$ cat src/rtl/lat_gate_pkg.sv
package lat_gate_pkg;
  localparam int unsigned LAT_W = 12;
  localparam int unsigned TS_W  = 16;
  typedef logic [LAT_W-1:0] lat_t;
  typedef logic [TS_W-1:0]  ts_t;
endpackage

$ cat src/rtl/lat_start_stamp.sv
module lat_start_stamp
  import lat_gate_pkg::*;
(
  input  logic clk,
  input  logic rst_n,
  input  ts_t  now,
  input  logic req_valid,
  input  logic req_fire,
  output ts_t  stamp
);
  logic waiting;
  ts_t  held;

  assign stamp = waiting ? held : now;

  always_ff @(posedge clk or negedge rst_n) begin
    if (!rst_n) begin
      waiting <= 1'b0;
      held    <= '0;
    end else if (req_fire) begin
      waiting <= 1'b0;
    end else if (req_valid && !waiting) begin
      waiting <= 1'b1;
      held    <= now;
    end
  end

  // a stalled request keeps the cycle it first appeared in
  p_stamp_kept_r2: assert property (@(posedge clk) disable iff (!rst_n)
    (req_valid && !req_fire) |=> $stable(stamp));
endmodule

$ cat src/rtl/lat_ts_fifo.sv
module lat_ts_fifo
  import lat_gate_pkg::*;
#(
  parameter int unsigned DEPTH = 16
) (
  input  logic clk,
  input  logic rst_n,
  input  logic push,
  input  ts_t  push_ts,
  input  logic pop,
  output ts_t  head_ts,
  output logic empty,
  output logic full
);
  localparam int unsigned PW = $clog2(DEPTH);

  ts_t         mem [DEPTH];
  logic [PW:0] wr_p, rd_p;

  assign empty   = (wr_p == rd_p);
  assign full    = (wr_p[PW] != rd_p[PW]) && (wr_p[PW-1:0] == rd_p[PW-1:0]);
  assign head_ts = mem[rd_p[PW-1:0]];

  always_ff @(posedge clk or negedge rst_n) begin
    if (!rst_n) begin
      wr_p <= '0;
      rd_p <= '0;
    end else begin
      if (push) wr_p <= wr_p + 1'b1;
      if (pop)  rd_p <= rd_p + 1'b1;
    end
  end

  always_ff @(posedge clk) begin
    if (push) mem[wr_p[PW-1:0]] <= push_ts;
  end

  p_no_overflow_r8: assert property (@(posedge clk) disable iff (!rst_n)
    full |-> !push);
  p_no_underflow_r9: assert property (@(posedge clk) disable iff (!rst_n)
    empty |-> !pop);
endmodule

$ cat src/rtl/lat_resp_gate.sv
module lat_resp_gate
  import lat_gate_pkg::*;
#(
  parameter int unsigned PAY_W = 38
) (
  input  logic             clk,
  input  logic             rst_n,
  input  ts_t              now,
  input  lat_t             lat,
  input  ts_t              head_ts,
  input  logic             head_valid,
  input  logic             in_valid,
  output logic             in_ready,
  input  logic [PAY_W-1:0] in_pay,
  input  logic             in_last,
  output logic             out_valid,
  input  logic             out_ready,
  output logic [PAY_W-1:0] out_pay,
  output logic             out_last,
  output logic             pop
);
  logic             buf_v, buf_last, burst_open, due, fire;
  logic [PAY_W-1:0] buf_pay;
  ts_t              elapsed;

  assign elapsed   = now - head_ts;
  assign due       = head_valid && (burst_open || (elapsed >= ts_t'(lat)));
  assign out_valid = buf_v && due;
  assign out_pay   = buf_pay;
  assign out_last  = buf_last;
  assign fire      = out_valid && out_ready;
  assign in_ready  = !buf_v || fire;
  assign pop       = fire && buf_last;

  always_ff @(posedge clk or negedge rst_n) begin
    if (!rst_n) begin
      buf_v      <= 1'b0;
      buf_last   <= 1'b0;
      buf_pay    <= '0;
      burst_open <= 1'b0;
    end else begin
      if (in_valid && in_ready) begin
        buf_v    <= 1'b1;
        buf_pay  <= in_pay;
        buf_last <= in_last;
      end else if (fire) begin
        buf_v <= 1'b0;
      end
      if (fire) burst_open <= !buf_last;
    end
  end

  p_hold_stable_r7: assert property (@(posedge clk) disable iff (!rst_n)
    (out_valid && !out_ready) |=> (out_valid && $stable(out_pay)));
  p_stall_slave_r7: assert property (@(posedge clk) disable iff (!rst_n)
    (out_valid && !out_ready) |-> !in_ready);
  p_pop_matched_r9: assert property (@(posedge clk) disable iff (!rst_n)
    pop |-> head_valid);
endmodule

$ cat src/rtl/axi_min_latency_gate.sv
module axi_min_latency_gate
  import lat_gate_pkg::*;
#(
  parameter int unsigned ADDR_W  = 32,
  parameter int unsigned DATA_W  = 32,
  parameter int unsigned ID_W    = 4,
  parameter int unsigned Q_DEPTH = 16
) (
  input  logic                clk,
  input  logic                rst_n,
  input  logic [11:0]         cfg_rd_lat,
  input  logic [11:0]         cfg_wr_lat,
  input  logic                up_arvalid,
  output logic                up_arready,
  input  logic [ADDR_W-1:0]   up_araddr,
  input  logic [ID_W-1:0]     up_arid,
  input  logic [7:0]          up_arlen,
  output logic                dn_arvalid,
  input  logic                dn_arready,
  output logic [ADDR_W-1:0]   dn_araddr,
  output logic [ID_W-1:0]     dn_arid,
  output logic [7:0]          dn_arlen,
  input  logic                up_awvalid,
  output logic                up_awready,
  input  logic [ADDR_W-1:0]   up_awaddr,
  input  logic [ID_W-1:0]     up_awid,
  input  logic [7:0]          up_awlen,
  output logic                dn_awvalid,
  input  logic                dn_awready,
  output logic [ADDR_W-1:0]   dn_awaddr,
  output logic [ID_W-1:0]     dn_awid,
  output logic [7:0]          dn_awlen,
  input  logic                up_wvalid,
  output logic                up_wready,
  input  logic [DATA_W-1:0]   up_wdata,
  input  logic [DATA_W/8-1:0] up_wstrb,
  input  logic                up_wlast,
  output logic                dn_wvalid,
  input  logic                dn_wready,
  output logic [DATA_W-1:0]   dn_wdata,
  output logic [DATA_W/8-1:0] dn_wstrb,
  output logic                dn_wlast,
  input  logic                dn_rvalid,
  output logic                dn_rready,
  input  logic [DATA_W-1:0]   dn_rdata,
  input  logic [ID_W-1:0]     dn_rid,
  input  logic [1:0]          dn_rresp,
  input  logic                dn_rlast,
  output logic                up_rvalid,
  input  logic                up_rready,
  output logic [DATA_W-1:0]   up_rdata,
  output logic [ID_W-1:0]     up_rid,
  output logic [1:0]          up_rresp,
  output logic                up_rlast,
  input  logic                dn_bvalid,
  output logic                dn_bready,
  input  logic [ID_W-1:0]     dn_bid,
  input  logic [1:0]          dn_bresp,
  output logic                up_bvalid,
  input  logic                up_bready,
  output logic [ID_W-1:0]     up_bid,
  output logic [1:0]          up_bresp
);
  localparam int unsigned RPAY_W = ID_W + 2 + DATA_W;
  localparam int unsigned BPAY_W = ID_W + 2;

  ts_t  now_q, rd_stamp, wr_stamp, rd_head, wr_head;
  logic rd_full, rd_empty, wr_full, wr_empty, rd_pop, wr_pop;
  logic ar_fire, w_fire, w_first, w_block, bpay_last;
  logic [RPAY_W-1:0] rpay;
  logic [BPAY_W-1:0] bpay;

  always_ff @(posedge clk or negedge rst_n) begin
    if (!rst_n) now_q <= '0;
    else        now_q <= now_q + 1'b1;
  end

  // Read address: pass-through, stalled while the read queue is full
  assign dn_arvalid = up_arvalid && !rd_full;
  assign up_arready = dn_arready && !rd_full;
  assign dn_araddr  = up_araddr;
  assign dn_arid    = up_arid;
  assign dn_arlen   = up_arlen;
  assign ar_fire    = up_arvalid && up_arready;

  // Write address: plain pass-through
  assign dn_awvalid = up_awvalid;
  assign up_awready = dn_awready;
  assign dn_awaddr  = up_awaddr;
  assign dn_awid    = up_awid;
  assign dn_awlen   = up_awlen;

  // Write data: first beat of a burst opens a write transaction
  assign w_block   = w_first && wr_full;
  assign dn_wvalid = up_wvalid && !w_block;
  assign up_wready = dn_wready && !w_block;
  assign dn_wdata  = up_wdata;
  assign dn_wstrb  = up_wstrb;
  assign dn_wlast  = up_wlast;
  assign w_fire    = up_wvalid && up_wready;

  always_ff @(posedge clk or negedge rst_n) begin
    if (!rst_n)      w_first <= 1'b1;
    else if (w_fire) w_first <= up_wlast;
  end

  lat_start_stamp u_rd_stamp (
    .clk(clk), .rst_n(rst_n), .now(now_q),
    .req_valid(up_arvalid), .req_fire(ar_fire), .stamp(rd_stamp));

  lat_start_stamp u_wr_stamp (
    .clk(clk), .rst_n(rst_n), .now(now_q),
    .req_valid(up_wvalid && w_first), .req_fire(w_fire && w_first), .stamp(wr_stamp));

  lat_ts_fifo #(.DEPTH(Q_DEPTH)) u_rd_q (
    .clk(clk), .rst_n(rst_n), .push(ar_fire), .push_ts(rd_stamp),
    .pop(rd_pop), .head_ts(rd_head), .empty(rd_empty), .full(rd_full));

  lat_ts_fifo #(.DEPTH(Q_DEPTH)) u_wr_q (
    .clk(clk), .rst_n(rst_n), .push(w_fire && w_first), .push_ts(wr_stamp),
    .pop(wr_pop), .head_ts(wr_head), .empty(wr_empty), .full(wr_full));

  lat_resp_gate #(.PAY_W(RPAY_W)) u_r_gate (
    .clk(clk), .rst_n(rst_n), .now(now_q), .lat(cfg_rd_lat),
    .head_ts(rd_head), .head_valid(!rd_empty),
    .in_valid(dn_rvalid), .in_ready(dn_rready),
    .in_pay({dn_rid, dn_rresp, dn_rdata}), .in_last(dn_rlast),
    .out_valid(up_rvalid), .out_ready(up_rready),
    .out_pay(rpay), .out_last(up_rlast), .pop(rd_pop));

  lat_resp_gate #(.PAY_W(BPAY_W)) u_b_gate (
    .clk(clk), .rst_n(rst_n), .now(now_q), .lat(cfg_wr_lat),
    .head_ts(wr_head), .head_valid(!wr_empty),
    .in_valid(dn_bvalid), .in_ready(dn_bready),
    .in_pay({dn_bid, dn_bresp}), .in_last(1'b1),
    .out_valid(up_bvalid), .out_ready(up_bready),
    .out_pay(bpay), .out_last(bpay_last), .pop(wr_pop));

  assign {up_rid, up_rresp, up_rdata} = rpay;
  assign {up_bid, up_bresp}           = bpay;

  p_ar_stall_full_r8: assert property (@(posedge clk) disable iff (!rst_n)
    rd_full |-> (!dn_arvalid && !up_arready));
  p_b_single_r3: assert property (@(posedge clk) disable iff (!rst_n)
    up_bvalid |-> bpay_last);
endmodule

$ cat config.mk
export PLATFORM = sky130hd
export DESIGN_NAME = axi_min_latency_gate
export DESIGN_NICKNAME = d
export VERILOG_FILES = /design/src/rtl/lat_gate_pkg.sv /design/src/rtl/lat_start_stamp.sv /design/src/rtl/lat_ts_fifo.sv /design/src/rtl/lat_resp_gate.sv /design/src/rtl/axi_min_latency_gate.sv
export SDC_FILE = /design/constraint.sdc
export NUM_CORES = 1
export LEC_CHECK = 0
export BUFFER_PORTS_ARGS = -buffer_cell sky130_fd_sc_hd__buf_2
export CAP_MARGIN = 0
export CORE_MARGIN = 4
export CORE_UTILIZATION = 46
export CTS_CLUSTER_SIZE = 8
export DETAILED_ROUTE_END_ITERATION = 10
export PLACE_DENSITY = 0.78
export SLEW_MARGIN = 20
export SYNTH_ARGS = -nofsm -noshare
export SYNTH_HDL_FRONTEND = slang
export SYNTH_SLANG_ARGS = --single-unit
$ cat constraint.sdc
create_clock -name clk -period 11.3 [get_ports clk]
set_input_delay 0 -clock clk [delete_from_list [all_inputs] [get_ports clk]]
set_output_delay 0 -clock clk [all_outputs]
set_load 0.005 [all_outputs]
# Word level (Yosys, flattened, before mapping)
# Memories as Yosys holds them, arrays and structs flattened.
# Cells that the tools add are included.
dict set report op_classes {
  addsub 7
  order_cmp 2
  n_eq_ne 6
  n_mux 14
  n_bitwise 2
  n_reduce_logical 43
}
# op count
set op_table {}
lappend op_table {{>= comparator 16 x 12 -> 1 bit} 2}
lappend op_table {{two-way mux 16 bit} 2}
lappend op_table {{subtractor 16 bit} 2}
lappend op_table {{logical AND 1 bit} 23}
lappend op_table {{adder 5 x 1 -> 5 bit (second input constant)} 4}
lappend op_table {{adder 16 x 1 -> 16 bit (second input constant)} 1}
lappend op_table {{two-way mux 1 bit} 12}
lappend op_table {{== test 5 bit} 2}
lappend op_table {{zero test 1 bit} 10}
lappend op_table {{== test 4 bit} 2}
lappend op_table {{nonzero test 2 bit} 4}
lappend op_table {{logical OR 1 bit} 4}
lappend op_table {{AND reduction 2 bit} 2}
lappend op_table {{inequality test 1 bit} 2}
lappend op_table {{NOT 1 bit} 2}
dict set report totals {
  reg_bits 121
  ramBits 512
  output_inout_bits 180
  elab_cells 94
  mem_count 2
}
# name words width rd rd_ports_with_merged_regs wr line
set memory_table {}
lappend memory_table {u_rd_q.mem 16 16 1 0 1 lat_ts_fifo.sv:17} ;# ts_t mem [DEPTH];
lappend memory_table {u_wr_q.mem 16 16 1 0 1 lat_ts_fifo.sv:17}

# Depth between registers and ports, before layout
# Gate-level depths: netlist of the first run.
# An unclocked memory read counts as a cell.
dict set report depth {
  depth_word 10
  mapped_depth 26
  depth_no_buf 21
}

# Modules after synthesis
# A second synthesis of the first run with hierarchy kept.
dict set report hier_totals {
  hier_cells 1759
  hier_area_um2 28628.7
}
# module n_inst cells_each area_each_um2 seq_area_each_um2
set modules_own_cells {}
lappend modules_own_cells {{lat_ts_fifo at u_wr_q} 1 499 10435.0 7937.6}
lappend modules_own_cells {{lat_ts_fifo at u_rd_q} 1 501 10420.0 7937.6}
lappend modules_own_cells {{lat_resp_gate at u_r_gate} 1 260 2765.2 1026.0}
lappend modules_own_cells {axi_min_latency_gate 1 197 1754.2 426.7}
lappend modules_own_cells {lat_start_stamp 2 55 839.6 425.4}
lappend modules_own_cells {{lat_resp_gate at u_b_gate} 1 192 1575.3 225.2}

# Worst setup path after synthesis of the first run
# OpenSTA, ideal clock, no wires.
dict set report synth_path {
  path_kind {flip-flop to flip-flop}
  startpoint {reg u_rd_q.rd_p[0]}
  endpoint {reg u_r_gate.buf_pay[11], in the netlist u_r_gate.out_pay[11]}
  t_arrival_ns 5.716
  required_time_ns 11.175
  slack_ns 5.458
  path_stages_with_launch 27
  path_cell_list {dfrtp_1 buf_6 buf_6 buf_1 mux4_2 mux4_2 inv_1 ha_1 and3_1 a211oi_1 a21o_1 nand2_1 a21boi_0 o21bai_1 a21oi_1 xnor2_1 ha_1 inv_1 o22ai_1 nor4_1 o21ai_0 a2111o_1 o31ai_1 o211ai_2 buf_6 buf_6 mux2_4}
}
dict set report synth_via {
  elab_chain_len 9
  elab_cells_between_ends 11
  cone_classes {add/sub (1); order compare (1); eq/ne (1); reduce/logical (7); memory (1)}
}
# element line
set synth_lines {}
lappend synth_lines {{from (decl)} lat_ts_fifo.sv:18} ;# logic [PW:0] wr_p, rd_p;
lappend synth_lines {{from (signal assigned)} lat_ts_fifo.sv:30} ;# if (pop) rd_p <= rd_p + 1'b1;
lappend synth_lines {{memory read (16 x 16 bit)} -}
lappend synth_lines {{subtractor 16 bit} lat_resp_gate.sv:26} ;# assign elapsed = now - head_ts;
lappend synth_lines {{>= comparator 16 x 12 -> 1 bit} lat_resp_gate.sv:27} ;# assign due = head_valid && (burst_open || (elapsed >= ts_t'(lat)));
lappend synth_lines {{logical OR 1 bit} lat_resp_gate.sv:27}
lappend synth_lines {{logical AND 1 bit *} lat_resp_gate.sv:27}
lappend synth_lines {{logical AND 1 bit *} lat_resp_gate.sv:28} ;# assign out_valid = buf_v && due;
lappend synth_lines {{logical AND 1 bit *} lat_resp_gate.sv:31} ;# assign fire = out_valid && out_ready;
lappend synth_lines {{logical OR 1 bit *} lat_resp_gate.sv:32} ;# assign in_ready = !buf_v || fire;
lappend synth_lines {{logical AND 1 bit *} lat_resp_gate.sv:42} ;# if (in_valid && in_ready) begin
lappend synth_lines {{to (signal assigned)} lat_resp_gate.sv:44} ;# buf_pay <= in_pay;
lappend synth_lines {{to (decl)} lat_resp_gate.sv:23} ;# logic [PAY_W-1:0] buf_pay;
# Every way passes the cells marked *; elsewhere a longest branch is shown, timed or not.
# A chain may end at the register's enable or synchronous reset.

# Final worst setup path of the first run
dict set report layout_path {
  startpoint {reg u_rd_q.rd_p[0]}
  endpoint {reg u_r_gate.buf_pay[25], in the netlist u_r_gate.out_pay[25]}
}
# Same word-level chain as after synthesis.

==> metrics.yaml, run 1 <==
drt:
  num_vias: 15400
  via_per_inst: 5.92
  wl_per_cell_um: 30.5
  drt_wl_total_um: 79100
  drc: 0
  ant_nets: 0
  drtIter0Drc: 1833
  drtPass1Iterations: 6
setup_path:
  worst-path-buf-inv: 4
  worst-endpoint-required_ns: 11.80
  timing.rr.end: "u_r_gate.out_pay[25]$_DFFE_PN0P_"
  reg2reg_from: "u_rd_q.rd_p[0]$_DFFE_PN0P_"
  crit_path_top_delay_cell: "buf_4"
  critPathKind: "reg2reg"
  reg2reg_depth: 23
  r2r_setup_slack_ns: 4.02
  critPathMaxStageDelay_ns: 0.77
  path_delay_family: "compound AO/OA/AOI/OAI gates"
  cp_max_fo: 44
  worstSetupStartpointType: "register"
  critPathArrivalTime_ns: 7.78
  crit_chain: "buf_4 -> mux4_2 -> mux4_2 -> inv_1 -> ha_1 -> and3_1 -> a211oi_1 -> a21o_1 -> nand2_1 -> a21boi_0 -> o21bai_1 -> a21oi_1 -> xnor2_1 -> ha_1 -> inv_1 -> o22ai_1 -> nor4_1 -> o21ai_0 -> a2111o_1 -> o31ai_1 -> o211ai_4 -> mux2_2 -> dlygate4sd3_1"
  cp-end-kind: "register"
sta:
  finalSetupTns_ns: 0
  finClkSkew_ns: 0.0203
  slew_violations: 0
  hold_viol: 0
  fin_ws_ns: 4.02
  slew_headroom_pct: 21.6
  period_minus_slack_ns: 7.28
  finalCritPeriodShare_pct: 64.5
  max_freq_ghz: 0.137
  finalSetupViolCount: 0
  rsz0062_at_grt: "false"
  max_slew.worst_pin.slew_ns: 1.18
placed_design:
  dp_cells: 2360
  portBuffers: 133
  gp_congestion: 0.946
  hpwl_um: 49000
  place_ws_ns: 4.26
yosys:
  netlist_instances: 1599
  yosysWarnings: 0
  syn_nets: 1874
  syn_area_per_cell_um2: 17.4
  synth_top_family_by_area: "multiplexers"
  yosysUniqueCellTypes: 64
  muxShareOfSynthArea_pct: 17.4
  synth_edf_count: 512
  synth_ff_type: "edfxtp_1"
  synthArstFlopShare_pct: 19.1
  synth-simple-area-share_pct: 3.50
  synth_xor_area_share_pct: 2.13
  synth-compound-area-share_pct: 2.47
  synth_area_mm2: 0.0279
  ys_ff_latch: 633
  synthAdderAreaFrac_pct: 3.15
  yosysSeqAreaShare_pct: 66.0
final_layout:
  multi_input_area_mm2: 0.00804
  final_nets: 2015
  final_core_util_pct: 53.1
  fillers: 4512
  seq_area_mm2: 0.0184
  synthToLayoutAreaGrowth_pct: 14.7
  drive_gt1_share_pct: 31.1
  layoutNonFillerInstCount: 2598
clocking:
  cts_buffers: 89
  cts_tree: "yes"
  clock-sinks: 633
  h-tree-depth: 3
  insertion_delay_ns: 0.63
  cts.reportedPaths.clkPinSlew_ns: 0.05
  cts-root-buf: "clkbuf_16"
  cts_resized: 0
  clk_path_buf_depth: 3
run_status:
  outcome: "finished clean"
die:
  die-area_mm2: 0.0646
  ios: 386
  core_mm2: 0.0602
  initial_utilization_pct: 46.3
  die_w_um: 254
  die_h_um: 254
  fp-row-count: 90
min_path:
  hp-class: "in2out"
  hold_end: "dn_araddr[19]"
  hp-start: "up_araddr[19]"
  min_path_cells: 0
grt:
  grt_max_degree: 72
  antenna_found_initial: 2
  grt-ovfl-total: 0
  gr-usage-all-layers_pct: 24.2
  grt_pass1_vias: 15900
  grt_pass1_wl_um: 112000
power:
  p_leak_nw: 11.8
  irDropWorstVdd_uv: 150
  finalPower_w: 0.00811
  p_per_area_mw_per_mm2: 254
flow_run:
  maxCapViolCount: 0
[layer usage]
metal | GRT usage [%] | wire length (um)
met1 | 27.1 | 25500
met4 | 15.5 | 6010
met3 | 9.25 | 9410
met5 | 0.220 | 13
met2 | 39.0 | 38200
[cell usage in the layout, fill, tap and decap left out, types with 4 or more instances in the layout]
cell type      synthesis  routed
nand2b_1               9       9
dlygate4sd3_1          0      70
ha_1                  67      67
and2_1                21      15
nand3_1               15      15
mux4_2               160     160
nor2b_1                5       5
nor4_1                 5       5
xnor2_1               35      35
nand4_1                8       8
nand2_1               52      52
nor3_1                11       7
xor2_1                31      31
nor2_1                41      40
and2_2                 0       6
edfxtp_1             512     512
dfrtp_1              120     116
nor3_2                 0       4
o21ai_0               25      25
a21o_1                 8       8
buf_4                127      38
buf_2                  6     132
and3_1                11      11
clkbuf_1              36      68
inv_1                 69      69
mux2_2                98      98
mux2_4                10      10
a21oi_1               37      37
clkbuf_16              0      92
[sequential cells by signal, summed over array words and instances, names as in the netlist]
name / cells
u_b_gate.out_last: 1
u_b_gate.out_pay: 6
u_wr_q.mem: 256
u_rd_q.mem: 256
u_b_gate.buf_v: 1
u_wr_q.rd_p: 5
u_r_gate.out_pay: 38
u_wr_stamp.held: 16
u_wr_q.wr_p: 5
w_first: 1
u_wr_stamp.waiting: 1
u_rd_stamp.waiting: 1
now_q: 16
u_rd_q.wr_p: 5
u_rd_q.rd_p: 5
u_b_gate.burst_open: 1
u_r_gate.buf_v: 1
u_r_gate.burst_open: 1
u_r_gate.out_last: 1
u_rd_stamp.held: 16
[cell type report]
| cell class | count | area share, % |
|---|---|---|
| diodes | 1 | 0.00782 |
| clock buffers | 160 | 7.99 |
| clock inverters | 6 | 0.235 |
| inverters | 69 | 0.810 |
| multi-input cells | 705 | 25.1 |
| flip-flops and latches | 633 | 57.6 |
| well taps | 782 | 3.06 |
| repair buffers | 242 | 5.23 |
[Yosys cell counts (31+ instances only)]
| library cell | number | area share (%) |
|---|---|---|
| edfxtp_1 | 512 | 55 |
| mux4_2 | 160 | 13 |
| buf_4 | 127 | 3.4 |
| dfrtp_1 | 120 | 11 |
| mux2_2 | 98 | 4.0 |
| inv_1 | 69 | 0.93 |
| ha_1 | 67 | 3.0 |
| nand2_1 | 52 | 0.70 |
| nor2_1 | 41 | 0.55 |
| a21oi_1 | 37 | 0.66 |
| clkbuf_1 | 36 | 0.48 |
| xnor2_1 | 35 | 1.1 |
| xor2_1 | 31 | 0.97 |
[worst register-to-register path, stage by stage, from the launching register on]
cell and delay (ns):
dfrtp_4 0.74, buf_4 0.79, mux4_2 0.63, mux4_2 0.50, inv_1 0.11, ha_1 0.27, and3_1 0.18, a211oi_1 0.27
a21o_1 0.20, nand2_1 0.09, a21boi_0 0.32, o21bai_1 0.11, a21oi_1 0.19, xnor2_1 0.15, ha_1 0.27, inv_1 0.06
o22ai_1 0.06, nor4_1 0.17, o21ai_0 0.14, a2111o_1 0.41, o31ai_1 0.39, o211ai_4 0.21, mux2_2 0.33, dlygate4sd3_1 0.58
[cell families (layout without fill, tap and decap cells)]
family                   Yosys count  after routing
AO/OA/AOI/OAI                    108            108
XOR/XNOR                          67             67
adder cells (fa/ha/maj)           69             69
buffers and inverters            261            477
flip-flops                       633            633
multiplexers                     268            268
other                              0              1
AND/OR/NAND/NOR                  193            193
[through the flow]
step | hold WS (ns) | cell area [um2]
2_1_floorplan | -0.296 | 27900
3_3_place_gp | 0.0000346 | 28600
3_5_place_dp | 0.0000346 | 28600
4_1_cts | 0.0000346 | 32000
5_1_grt | 0.0000160 | 32000
6_report | 0.00000143 | 32000
[worst max path at each step]
stage,slack (ns),startpoint,cells past startpoint,end
final,4.02,u_rd_q.rd_p[0]$_DFFE_PN0P_,23,u_r_gate.out_pay[25]$_DFFE_PN0P_
after global routing,3.50,u_rd_q.rd_p[0]$_DFFE_PN0P_,23,u_r_gate.out_pay[25]$_DFFE_PN0P_
after detailed placement,4.26,u_rd_q.rd_p[0]$_DFFE_PN0P_,23,u_r_gate.out_pay[13]$_DFFE_PN0P_
after CTS,4.06,u_rd_q.rd_p[0]$_DFFE_PN0P_,23,u_r_gate.out_pay[25]$_DFFE_PN0P_
after floorplan,5.46,u_rd_q.rd_p[0]$_DFFE_PN0P_,26,u_r_gate.out_pay[11]$_DFFE_PN0P_
after global placement,4.34,u_rd_q.rd_p[0]$_DFFE_PN0P_,23,u_r_gate.out_pay[17]$_DFFE_PN0P_
[repair_timing]
action | 4_1_cts | 5_1_grt
hold endpoints to repair | 130 | 0
buffers inserted | 0 | 0
hold buffers | 70 | 0
endpoints found under the setup margin | 0 | 0
[power breakdown]
group / switching (W) / internal, W
combinational: 0.00136 / 0.00124
sequential: 0.000224 / 0.00278
clock: 0.000986 / 0.00152
Note: power is estimated with default switching activity, not from simulation.
==> inputs of run 2 (changes only) <==
--- a/config.mk
+++ b/config.mk
@@ -11,7 +11,7 @@
 export CORE_UTILIZATION = 46
 export CTS_CLUSTER_SIZE = 8
 export DETAILED_ROUTE_END_ITERATION = 10
-export PLACE_DENSITY = 0.78
+export PLACE_DENSITY = 0.81
 export SLEW_MARGIN = 20
 export SYNTH_ARGS = -nofsm -noshare
 export SYNTH_HDL_FRONTEND = slang
==> constraint.sdc (replaced) <==
create_clock -name clk -period 6.45 [get_ports clk]
set_input_delay 0 -clock clk [delete_from_list [all_inputs] [get_ports clk]]
set_output_delay 0 -clock clk [all_outputs]
set_load 0.005 [all_outputs]
==> metrics.yaml, run 2 (synthesis results as in run 1) <==
final_layout:
  antenna_cells: 0  # was 1
  fin_area_mm2: 0.0322  # was 0.0320 mm2
  final_common_cell: "edfxtp_1"  # unchanged
  drive_gt1_share_pct: 32.4  # was 31.1%
  final_cell_mix: "edfxtp_1, mux4_2, buf_2"  # unchanged
  final_core_util_pct: 53.4  # was 53.1%
  synthToLayoutAreaGrowth_pct: 15.3  # was 14.7%
  fillers: 4385  # was 4512
  final_nets: 2027  # was 2015
  layoutNonFillerInstCount: 2606  # was 2598
clocking:
  cts_tree: "yes"  # unchanged
  cts_buffers: 89  # unchanged
  h-tree-depth: 3  # unchanged
  cts.reportedPaths.clkPinSlew_ns: 0.05  # about the same
  clock-sinks: 633  # unchanged
  clk_path_buf_depth: 3  # unchanged
  cts-root-buf: "clkbuf_16"  # unchanged
  insertion_delay_ns: 0.65  # was 0.63 ns
setup_path:
  critPathKind: "reg2out"  # was reg2reg
  worstSetupStartpointType: "register"  # unchanged
  timing.rr.end: "u_r_gate.out_pay[13]$_DFFE_PN0P_"  # was u_r_gate.out_pay[25]$_DFFE_PN0P_
  critPathArrivalTime_ns: 6.14  # was 7.78 ns
  r2r_setup_slack_ns: 0.33  # was 4.02 ns
  worst-endpoint-required_ns: 6.45  # was 11.80 ns
  crit_chain: "mux4_2 -> mux4_2 -> inv_1 -> ha_1 -> and3_1 -> a211oi_1 -> a21o_1 -> nand2_1 -> a21boi_0 -> o21bai_1 -> a21oi_1 -> xnor2_1 -> ha_1 -> inv_1 -> o22ai_1 -> nor4_1 -> o21ai_0 -> a2111o_1 -> nor4_4 -> o21ai_0 -> buf_2"  # was buf_4 -> mux4_2 -> mux4_2 -> inv_1 -> ha_1 -> and3_1 -> a211oi_1 -> a21o_1 -> nand2_1 -> a21boi_0 -> o21bai_1 -> a21oi_1 -> xnor2_1 -> ha_1 -> inv_1 -> o22ai_1 -> nor4_1 -> o21ai_0 -> a2111o_1 -> o31ai_1 -> o211ai_4 -> mux2_2 -> dlygate4sd3_1
  startpoint: "u_rd_q.rd_p[1]$_DFFE_PN0P_"  # was u_rd_q.rd_p[0]$_DFFE_PN0P_
  cp-endpoint: "dn_rready"  # was u_r_gate.out_pay[25]$_DFFE_PN0P_
  reg2reg_from: "u_rd_q.rd_p[1]$_DFFE_PN0P_"  # was u_rd_q.rd_p[0]$_DFFE_PN0P_
  critPathMaxStageDelay_ns: 0.77  # about the same
  crit_path_top_delay_cell: "dfrtp_2"  # was buf_4
  cp_max_fo: 26  # was 44
  reg2reg_depth: 22  # was 23
  cp-end-kind: "primary output"  # was register
sta:
  max_freq_ghz: 0.163
  finalSetupViolCount: 0  # unchanged
  slew_headroom_pct: 20.1  # was 21.6%
  hold_viol: 0  # unchanged
  finalSetupTns_ns: 0  # unchanged
  fin_ws_ns: 0.308  # was 4.02 ns
  finalCritPeriodShare_pct: 95.2
  max_slew.worst_pin.slew_ns: 1.20  # was 1.18 ns
  slew_violations: 0  # unchanged
  period_minus_slack_ns: 6.14
  finClkSkew_ns: 0.0380  # was 0.0203 ns
drt:
  drt_wl_total_um: 86100  # was 79100 um
  ant_nets: 0  # unchanged
  route.met2.wl_um: 40100  # was 38200 um
  drtPass1Iterations: 6  # unchanged
  wl_per_cell_um: 33.0  # was 30.5 um
  m1WireLength_um: 26700  # was 25500 um
  num_vias: 16100  # was 15400
  top_layer: "met5"  # unchanged
  dr_wl_met3_um: 12200  # was 9410 um
  drc: 0  # unchanged
  drtIter0Drc: 1888  # was 1833
  via_per_inst: 6.17  # was 5.92
flow_run:
  maxCapViolCount: 0  # unchanged
grt:
  gr-usage-all-layers_pct: 26.3  # was 24.2%
  grt-ovfl-total: 0  # unchanged
  antenna_found_initial: 2  # unchanged
  grt_pass1_vias: 16600  # was 15900
  grt_pass1_wl_um: 121000  # was 112000 um
  grt_max_degree: 72  # unchanged
die:
  initial_utilization_pct: 46.3  # unchanged
  die_h_um: 254  # unchanged
  die-area_mm2: 0.0646  # unchanged
  ios: 386  # unchanged
  core_mm2: 0.0602  # unchanged
  die_w_um: 254  # unchanged
  fp-row-count: 90  # unchanged
run_status:
  outcome: "finished clean"  # unchanged
placed_design:
  gp_congestion: 0.899  # was 0.946
  detailed_place.area_mm2: 0.0287  # was 0.0286 mm2
  portBuffers: 133  # unchanged
  dp_cells: 2368  # was 2360
  place_ws_ns: 0.283  # was 4.26 ns
  hpwl_um: 51300  # was 49000 um
min_path:
  hp-class: "in2out"  # unchanged
power:
  p_leak_nw: 11.9  # was 11.8 nW
  p_per_area_mw_per_mm2: 450  # was 254 mW/mm2
  irDropWorstVdd_uv: 237  # was 150 uV
-- run 2: worst max-delay path: cells and delay by family, from the launching register on --
family / cells / cell delay (ns)
DFF: 1 / 0.77
AOI/OAI and AO/OA: 9 / 1.96
adders and majority gates: 2 / 0.56
muxes: 2 / 0.91
and+or+nand+nor: 4 / 0.79
buffers and inverters: 3 / 0.35
xor gates and xnor gates: 1 / 0.16
-- run 2: worst min path at each step --
stage | from | endpoint | slack, ns | depth (start not counted)
finish | up_araddr[13] | dn_araddr[13] | 0.000001 | 0
CTS | up_araddr[2] | dn_araddr[2] | 0.00004 | 0
global placement | up_araddr[2] | dn_araddr[2] | 0.00004 | 0
detailed placement | up_araddr[2] | dn_araddr[2] | 0.00004 | 0
floorplan | rst_n | now_q[0]$_DFF_PN0_ | -0.30 | 0
global route | up_araddr[30] | dn_araddr[30] | 0.00002 | 0
-- run 2: power by group --
part | leakage, nW | total [W] | internal (W) | switching (W)
sequential | 6.20 | 0.00531 | 0.00488 | 0.000433
clock | 1.26 | 0.00445 | 0.00266 | 0.00179
combinational | 4.44 | 0.00470 | 0.00224 | 0.00246
total | 11.9 | 0.0145 | 0.00977 | 0.00468
-- run 2: what timing repair did --
| item | CTS | global route |
|---|---|---|
| hold endpoints to repair | 109 | 0 |
| resized for setup | 0 | 6 |
| hold buffers | 60 | 0 |
| setup endpoints to repair | 0 | 55 |
| setup buffers | 0 | 15 |
-- run 2: through the flow --
stage                     hold slack [ns]  total power, W
final                          0.00000143          0.0145
after global routing            0.0000162          0.0151
after CTS                       0.0000381          0.0143
after detailed placement        0.0000381         0.00975
after global placement          0.0000381         0.00961
after floorplan                    -0.296         0.00849
-- run 2: area by class of cell --
type,count,area (um2),share of cell area (%)
clock buffer,155,2480,7.73
clock inverter,8,189,0.588
inverter,69,259,0.806
multi-input combinational,705,8040,25.0
sequential,633,18400,57.3
tap,782,978,3.04
timing repair buffer,254,1780,5.55
-- run 2: metal layers --
metal | vias up | global-route usage, %
met1 | 8153 | 28.9
met4 | 8 | 17.7
li1 | 6354 | -
met3 | 350 | 11.3
met5 | - | 1.54
met2 | 1213 | 41.5
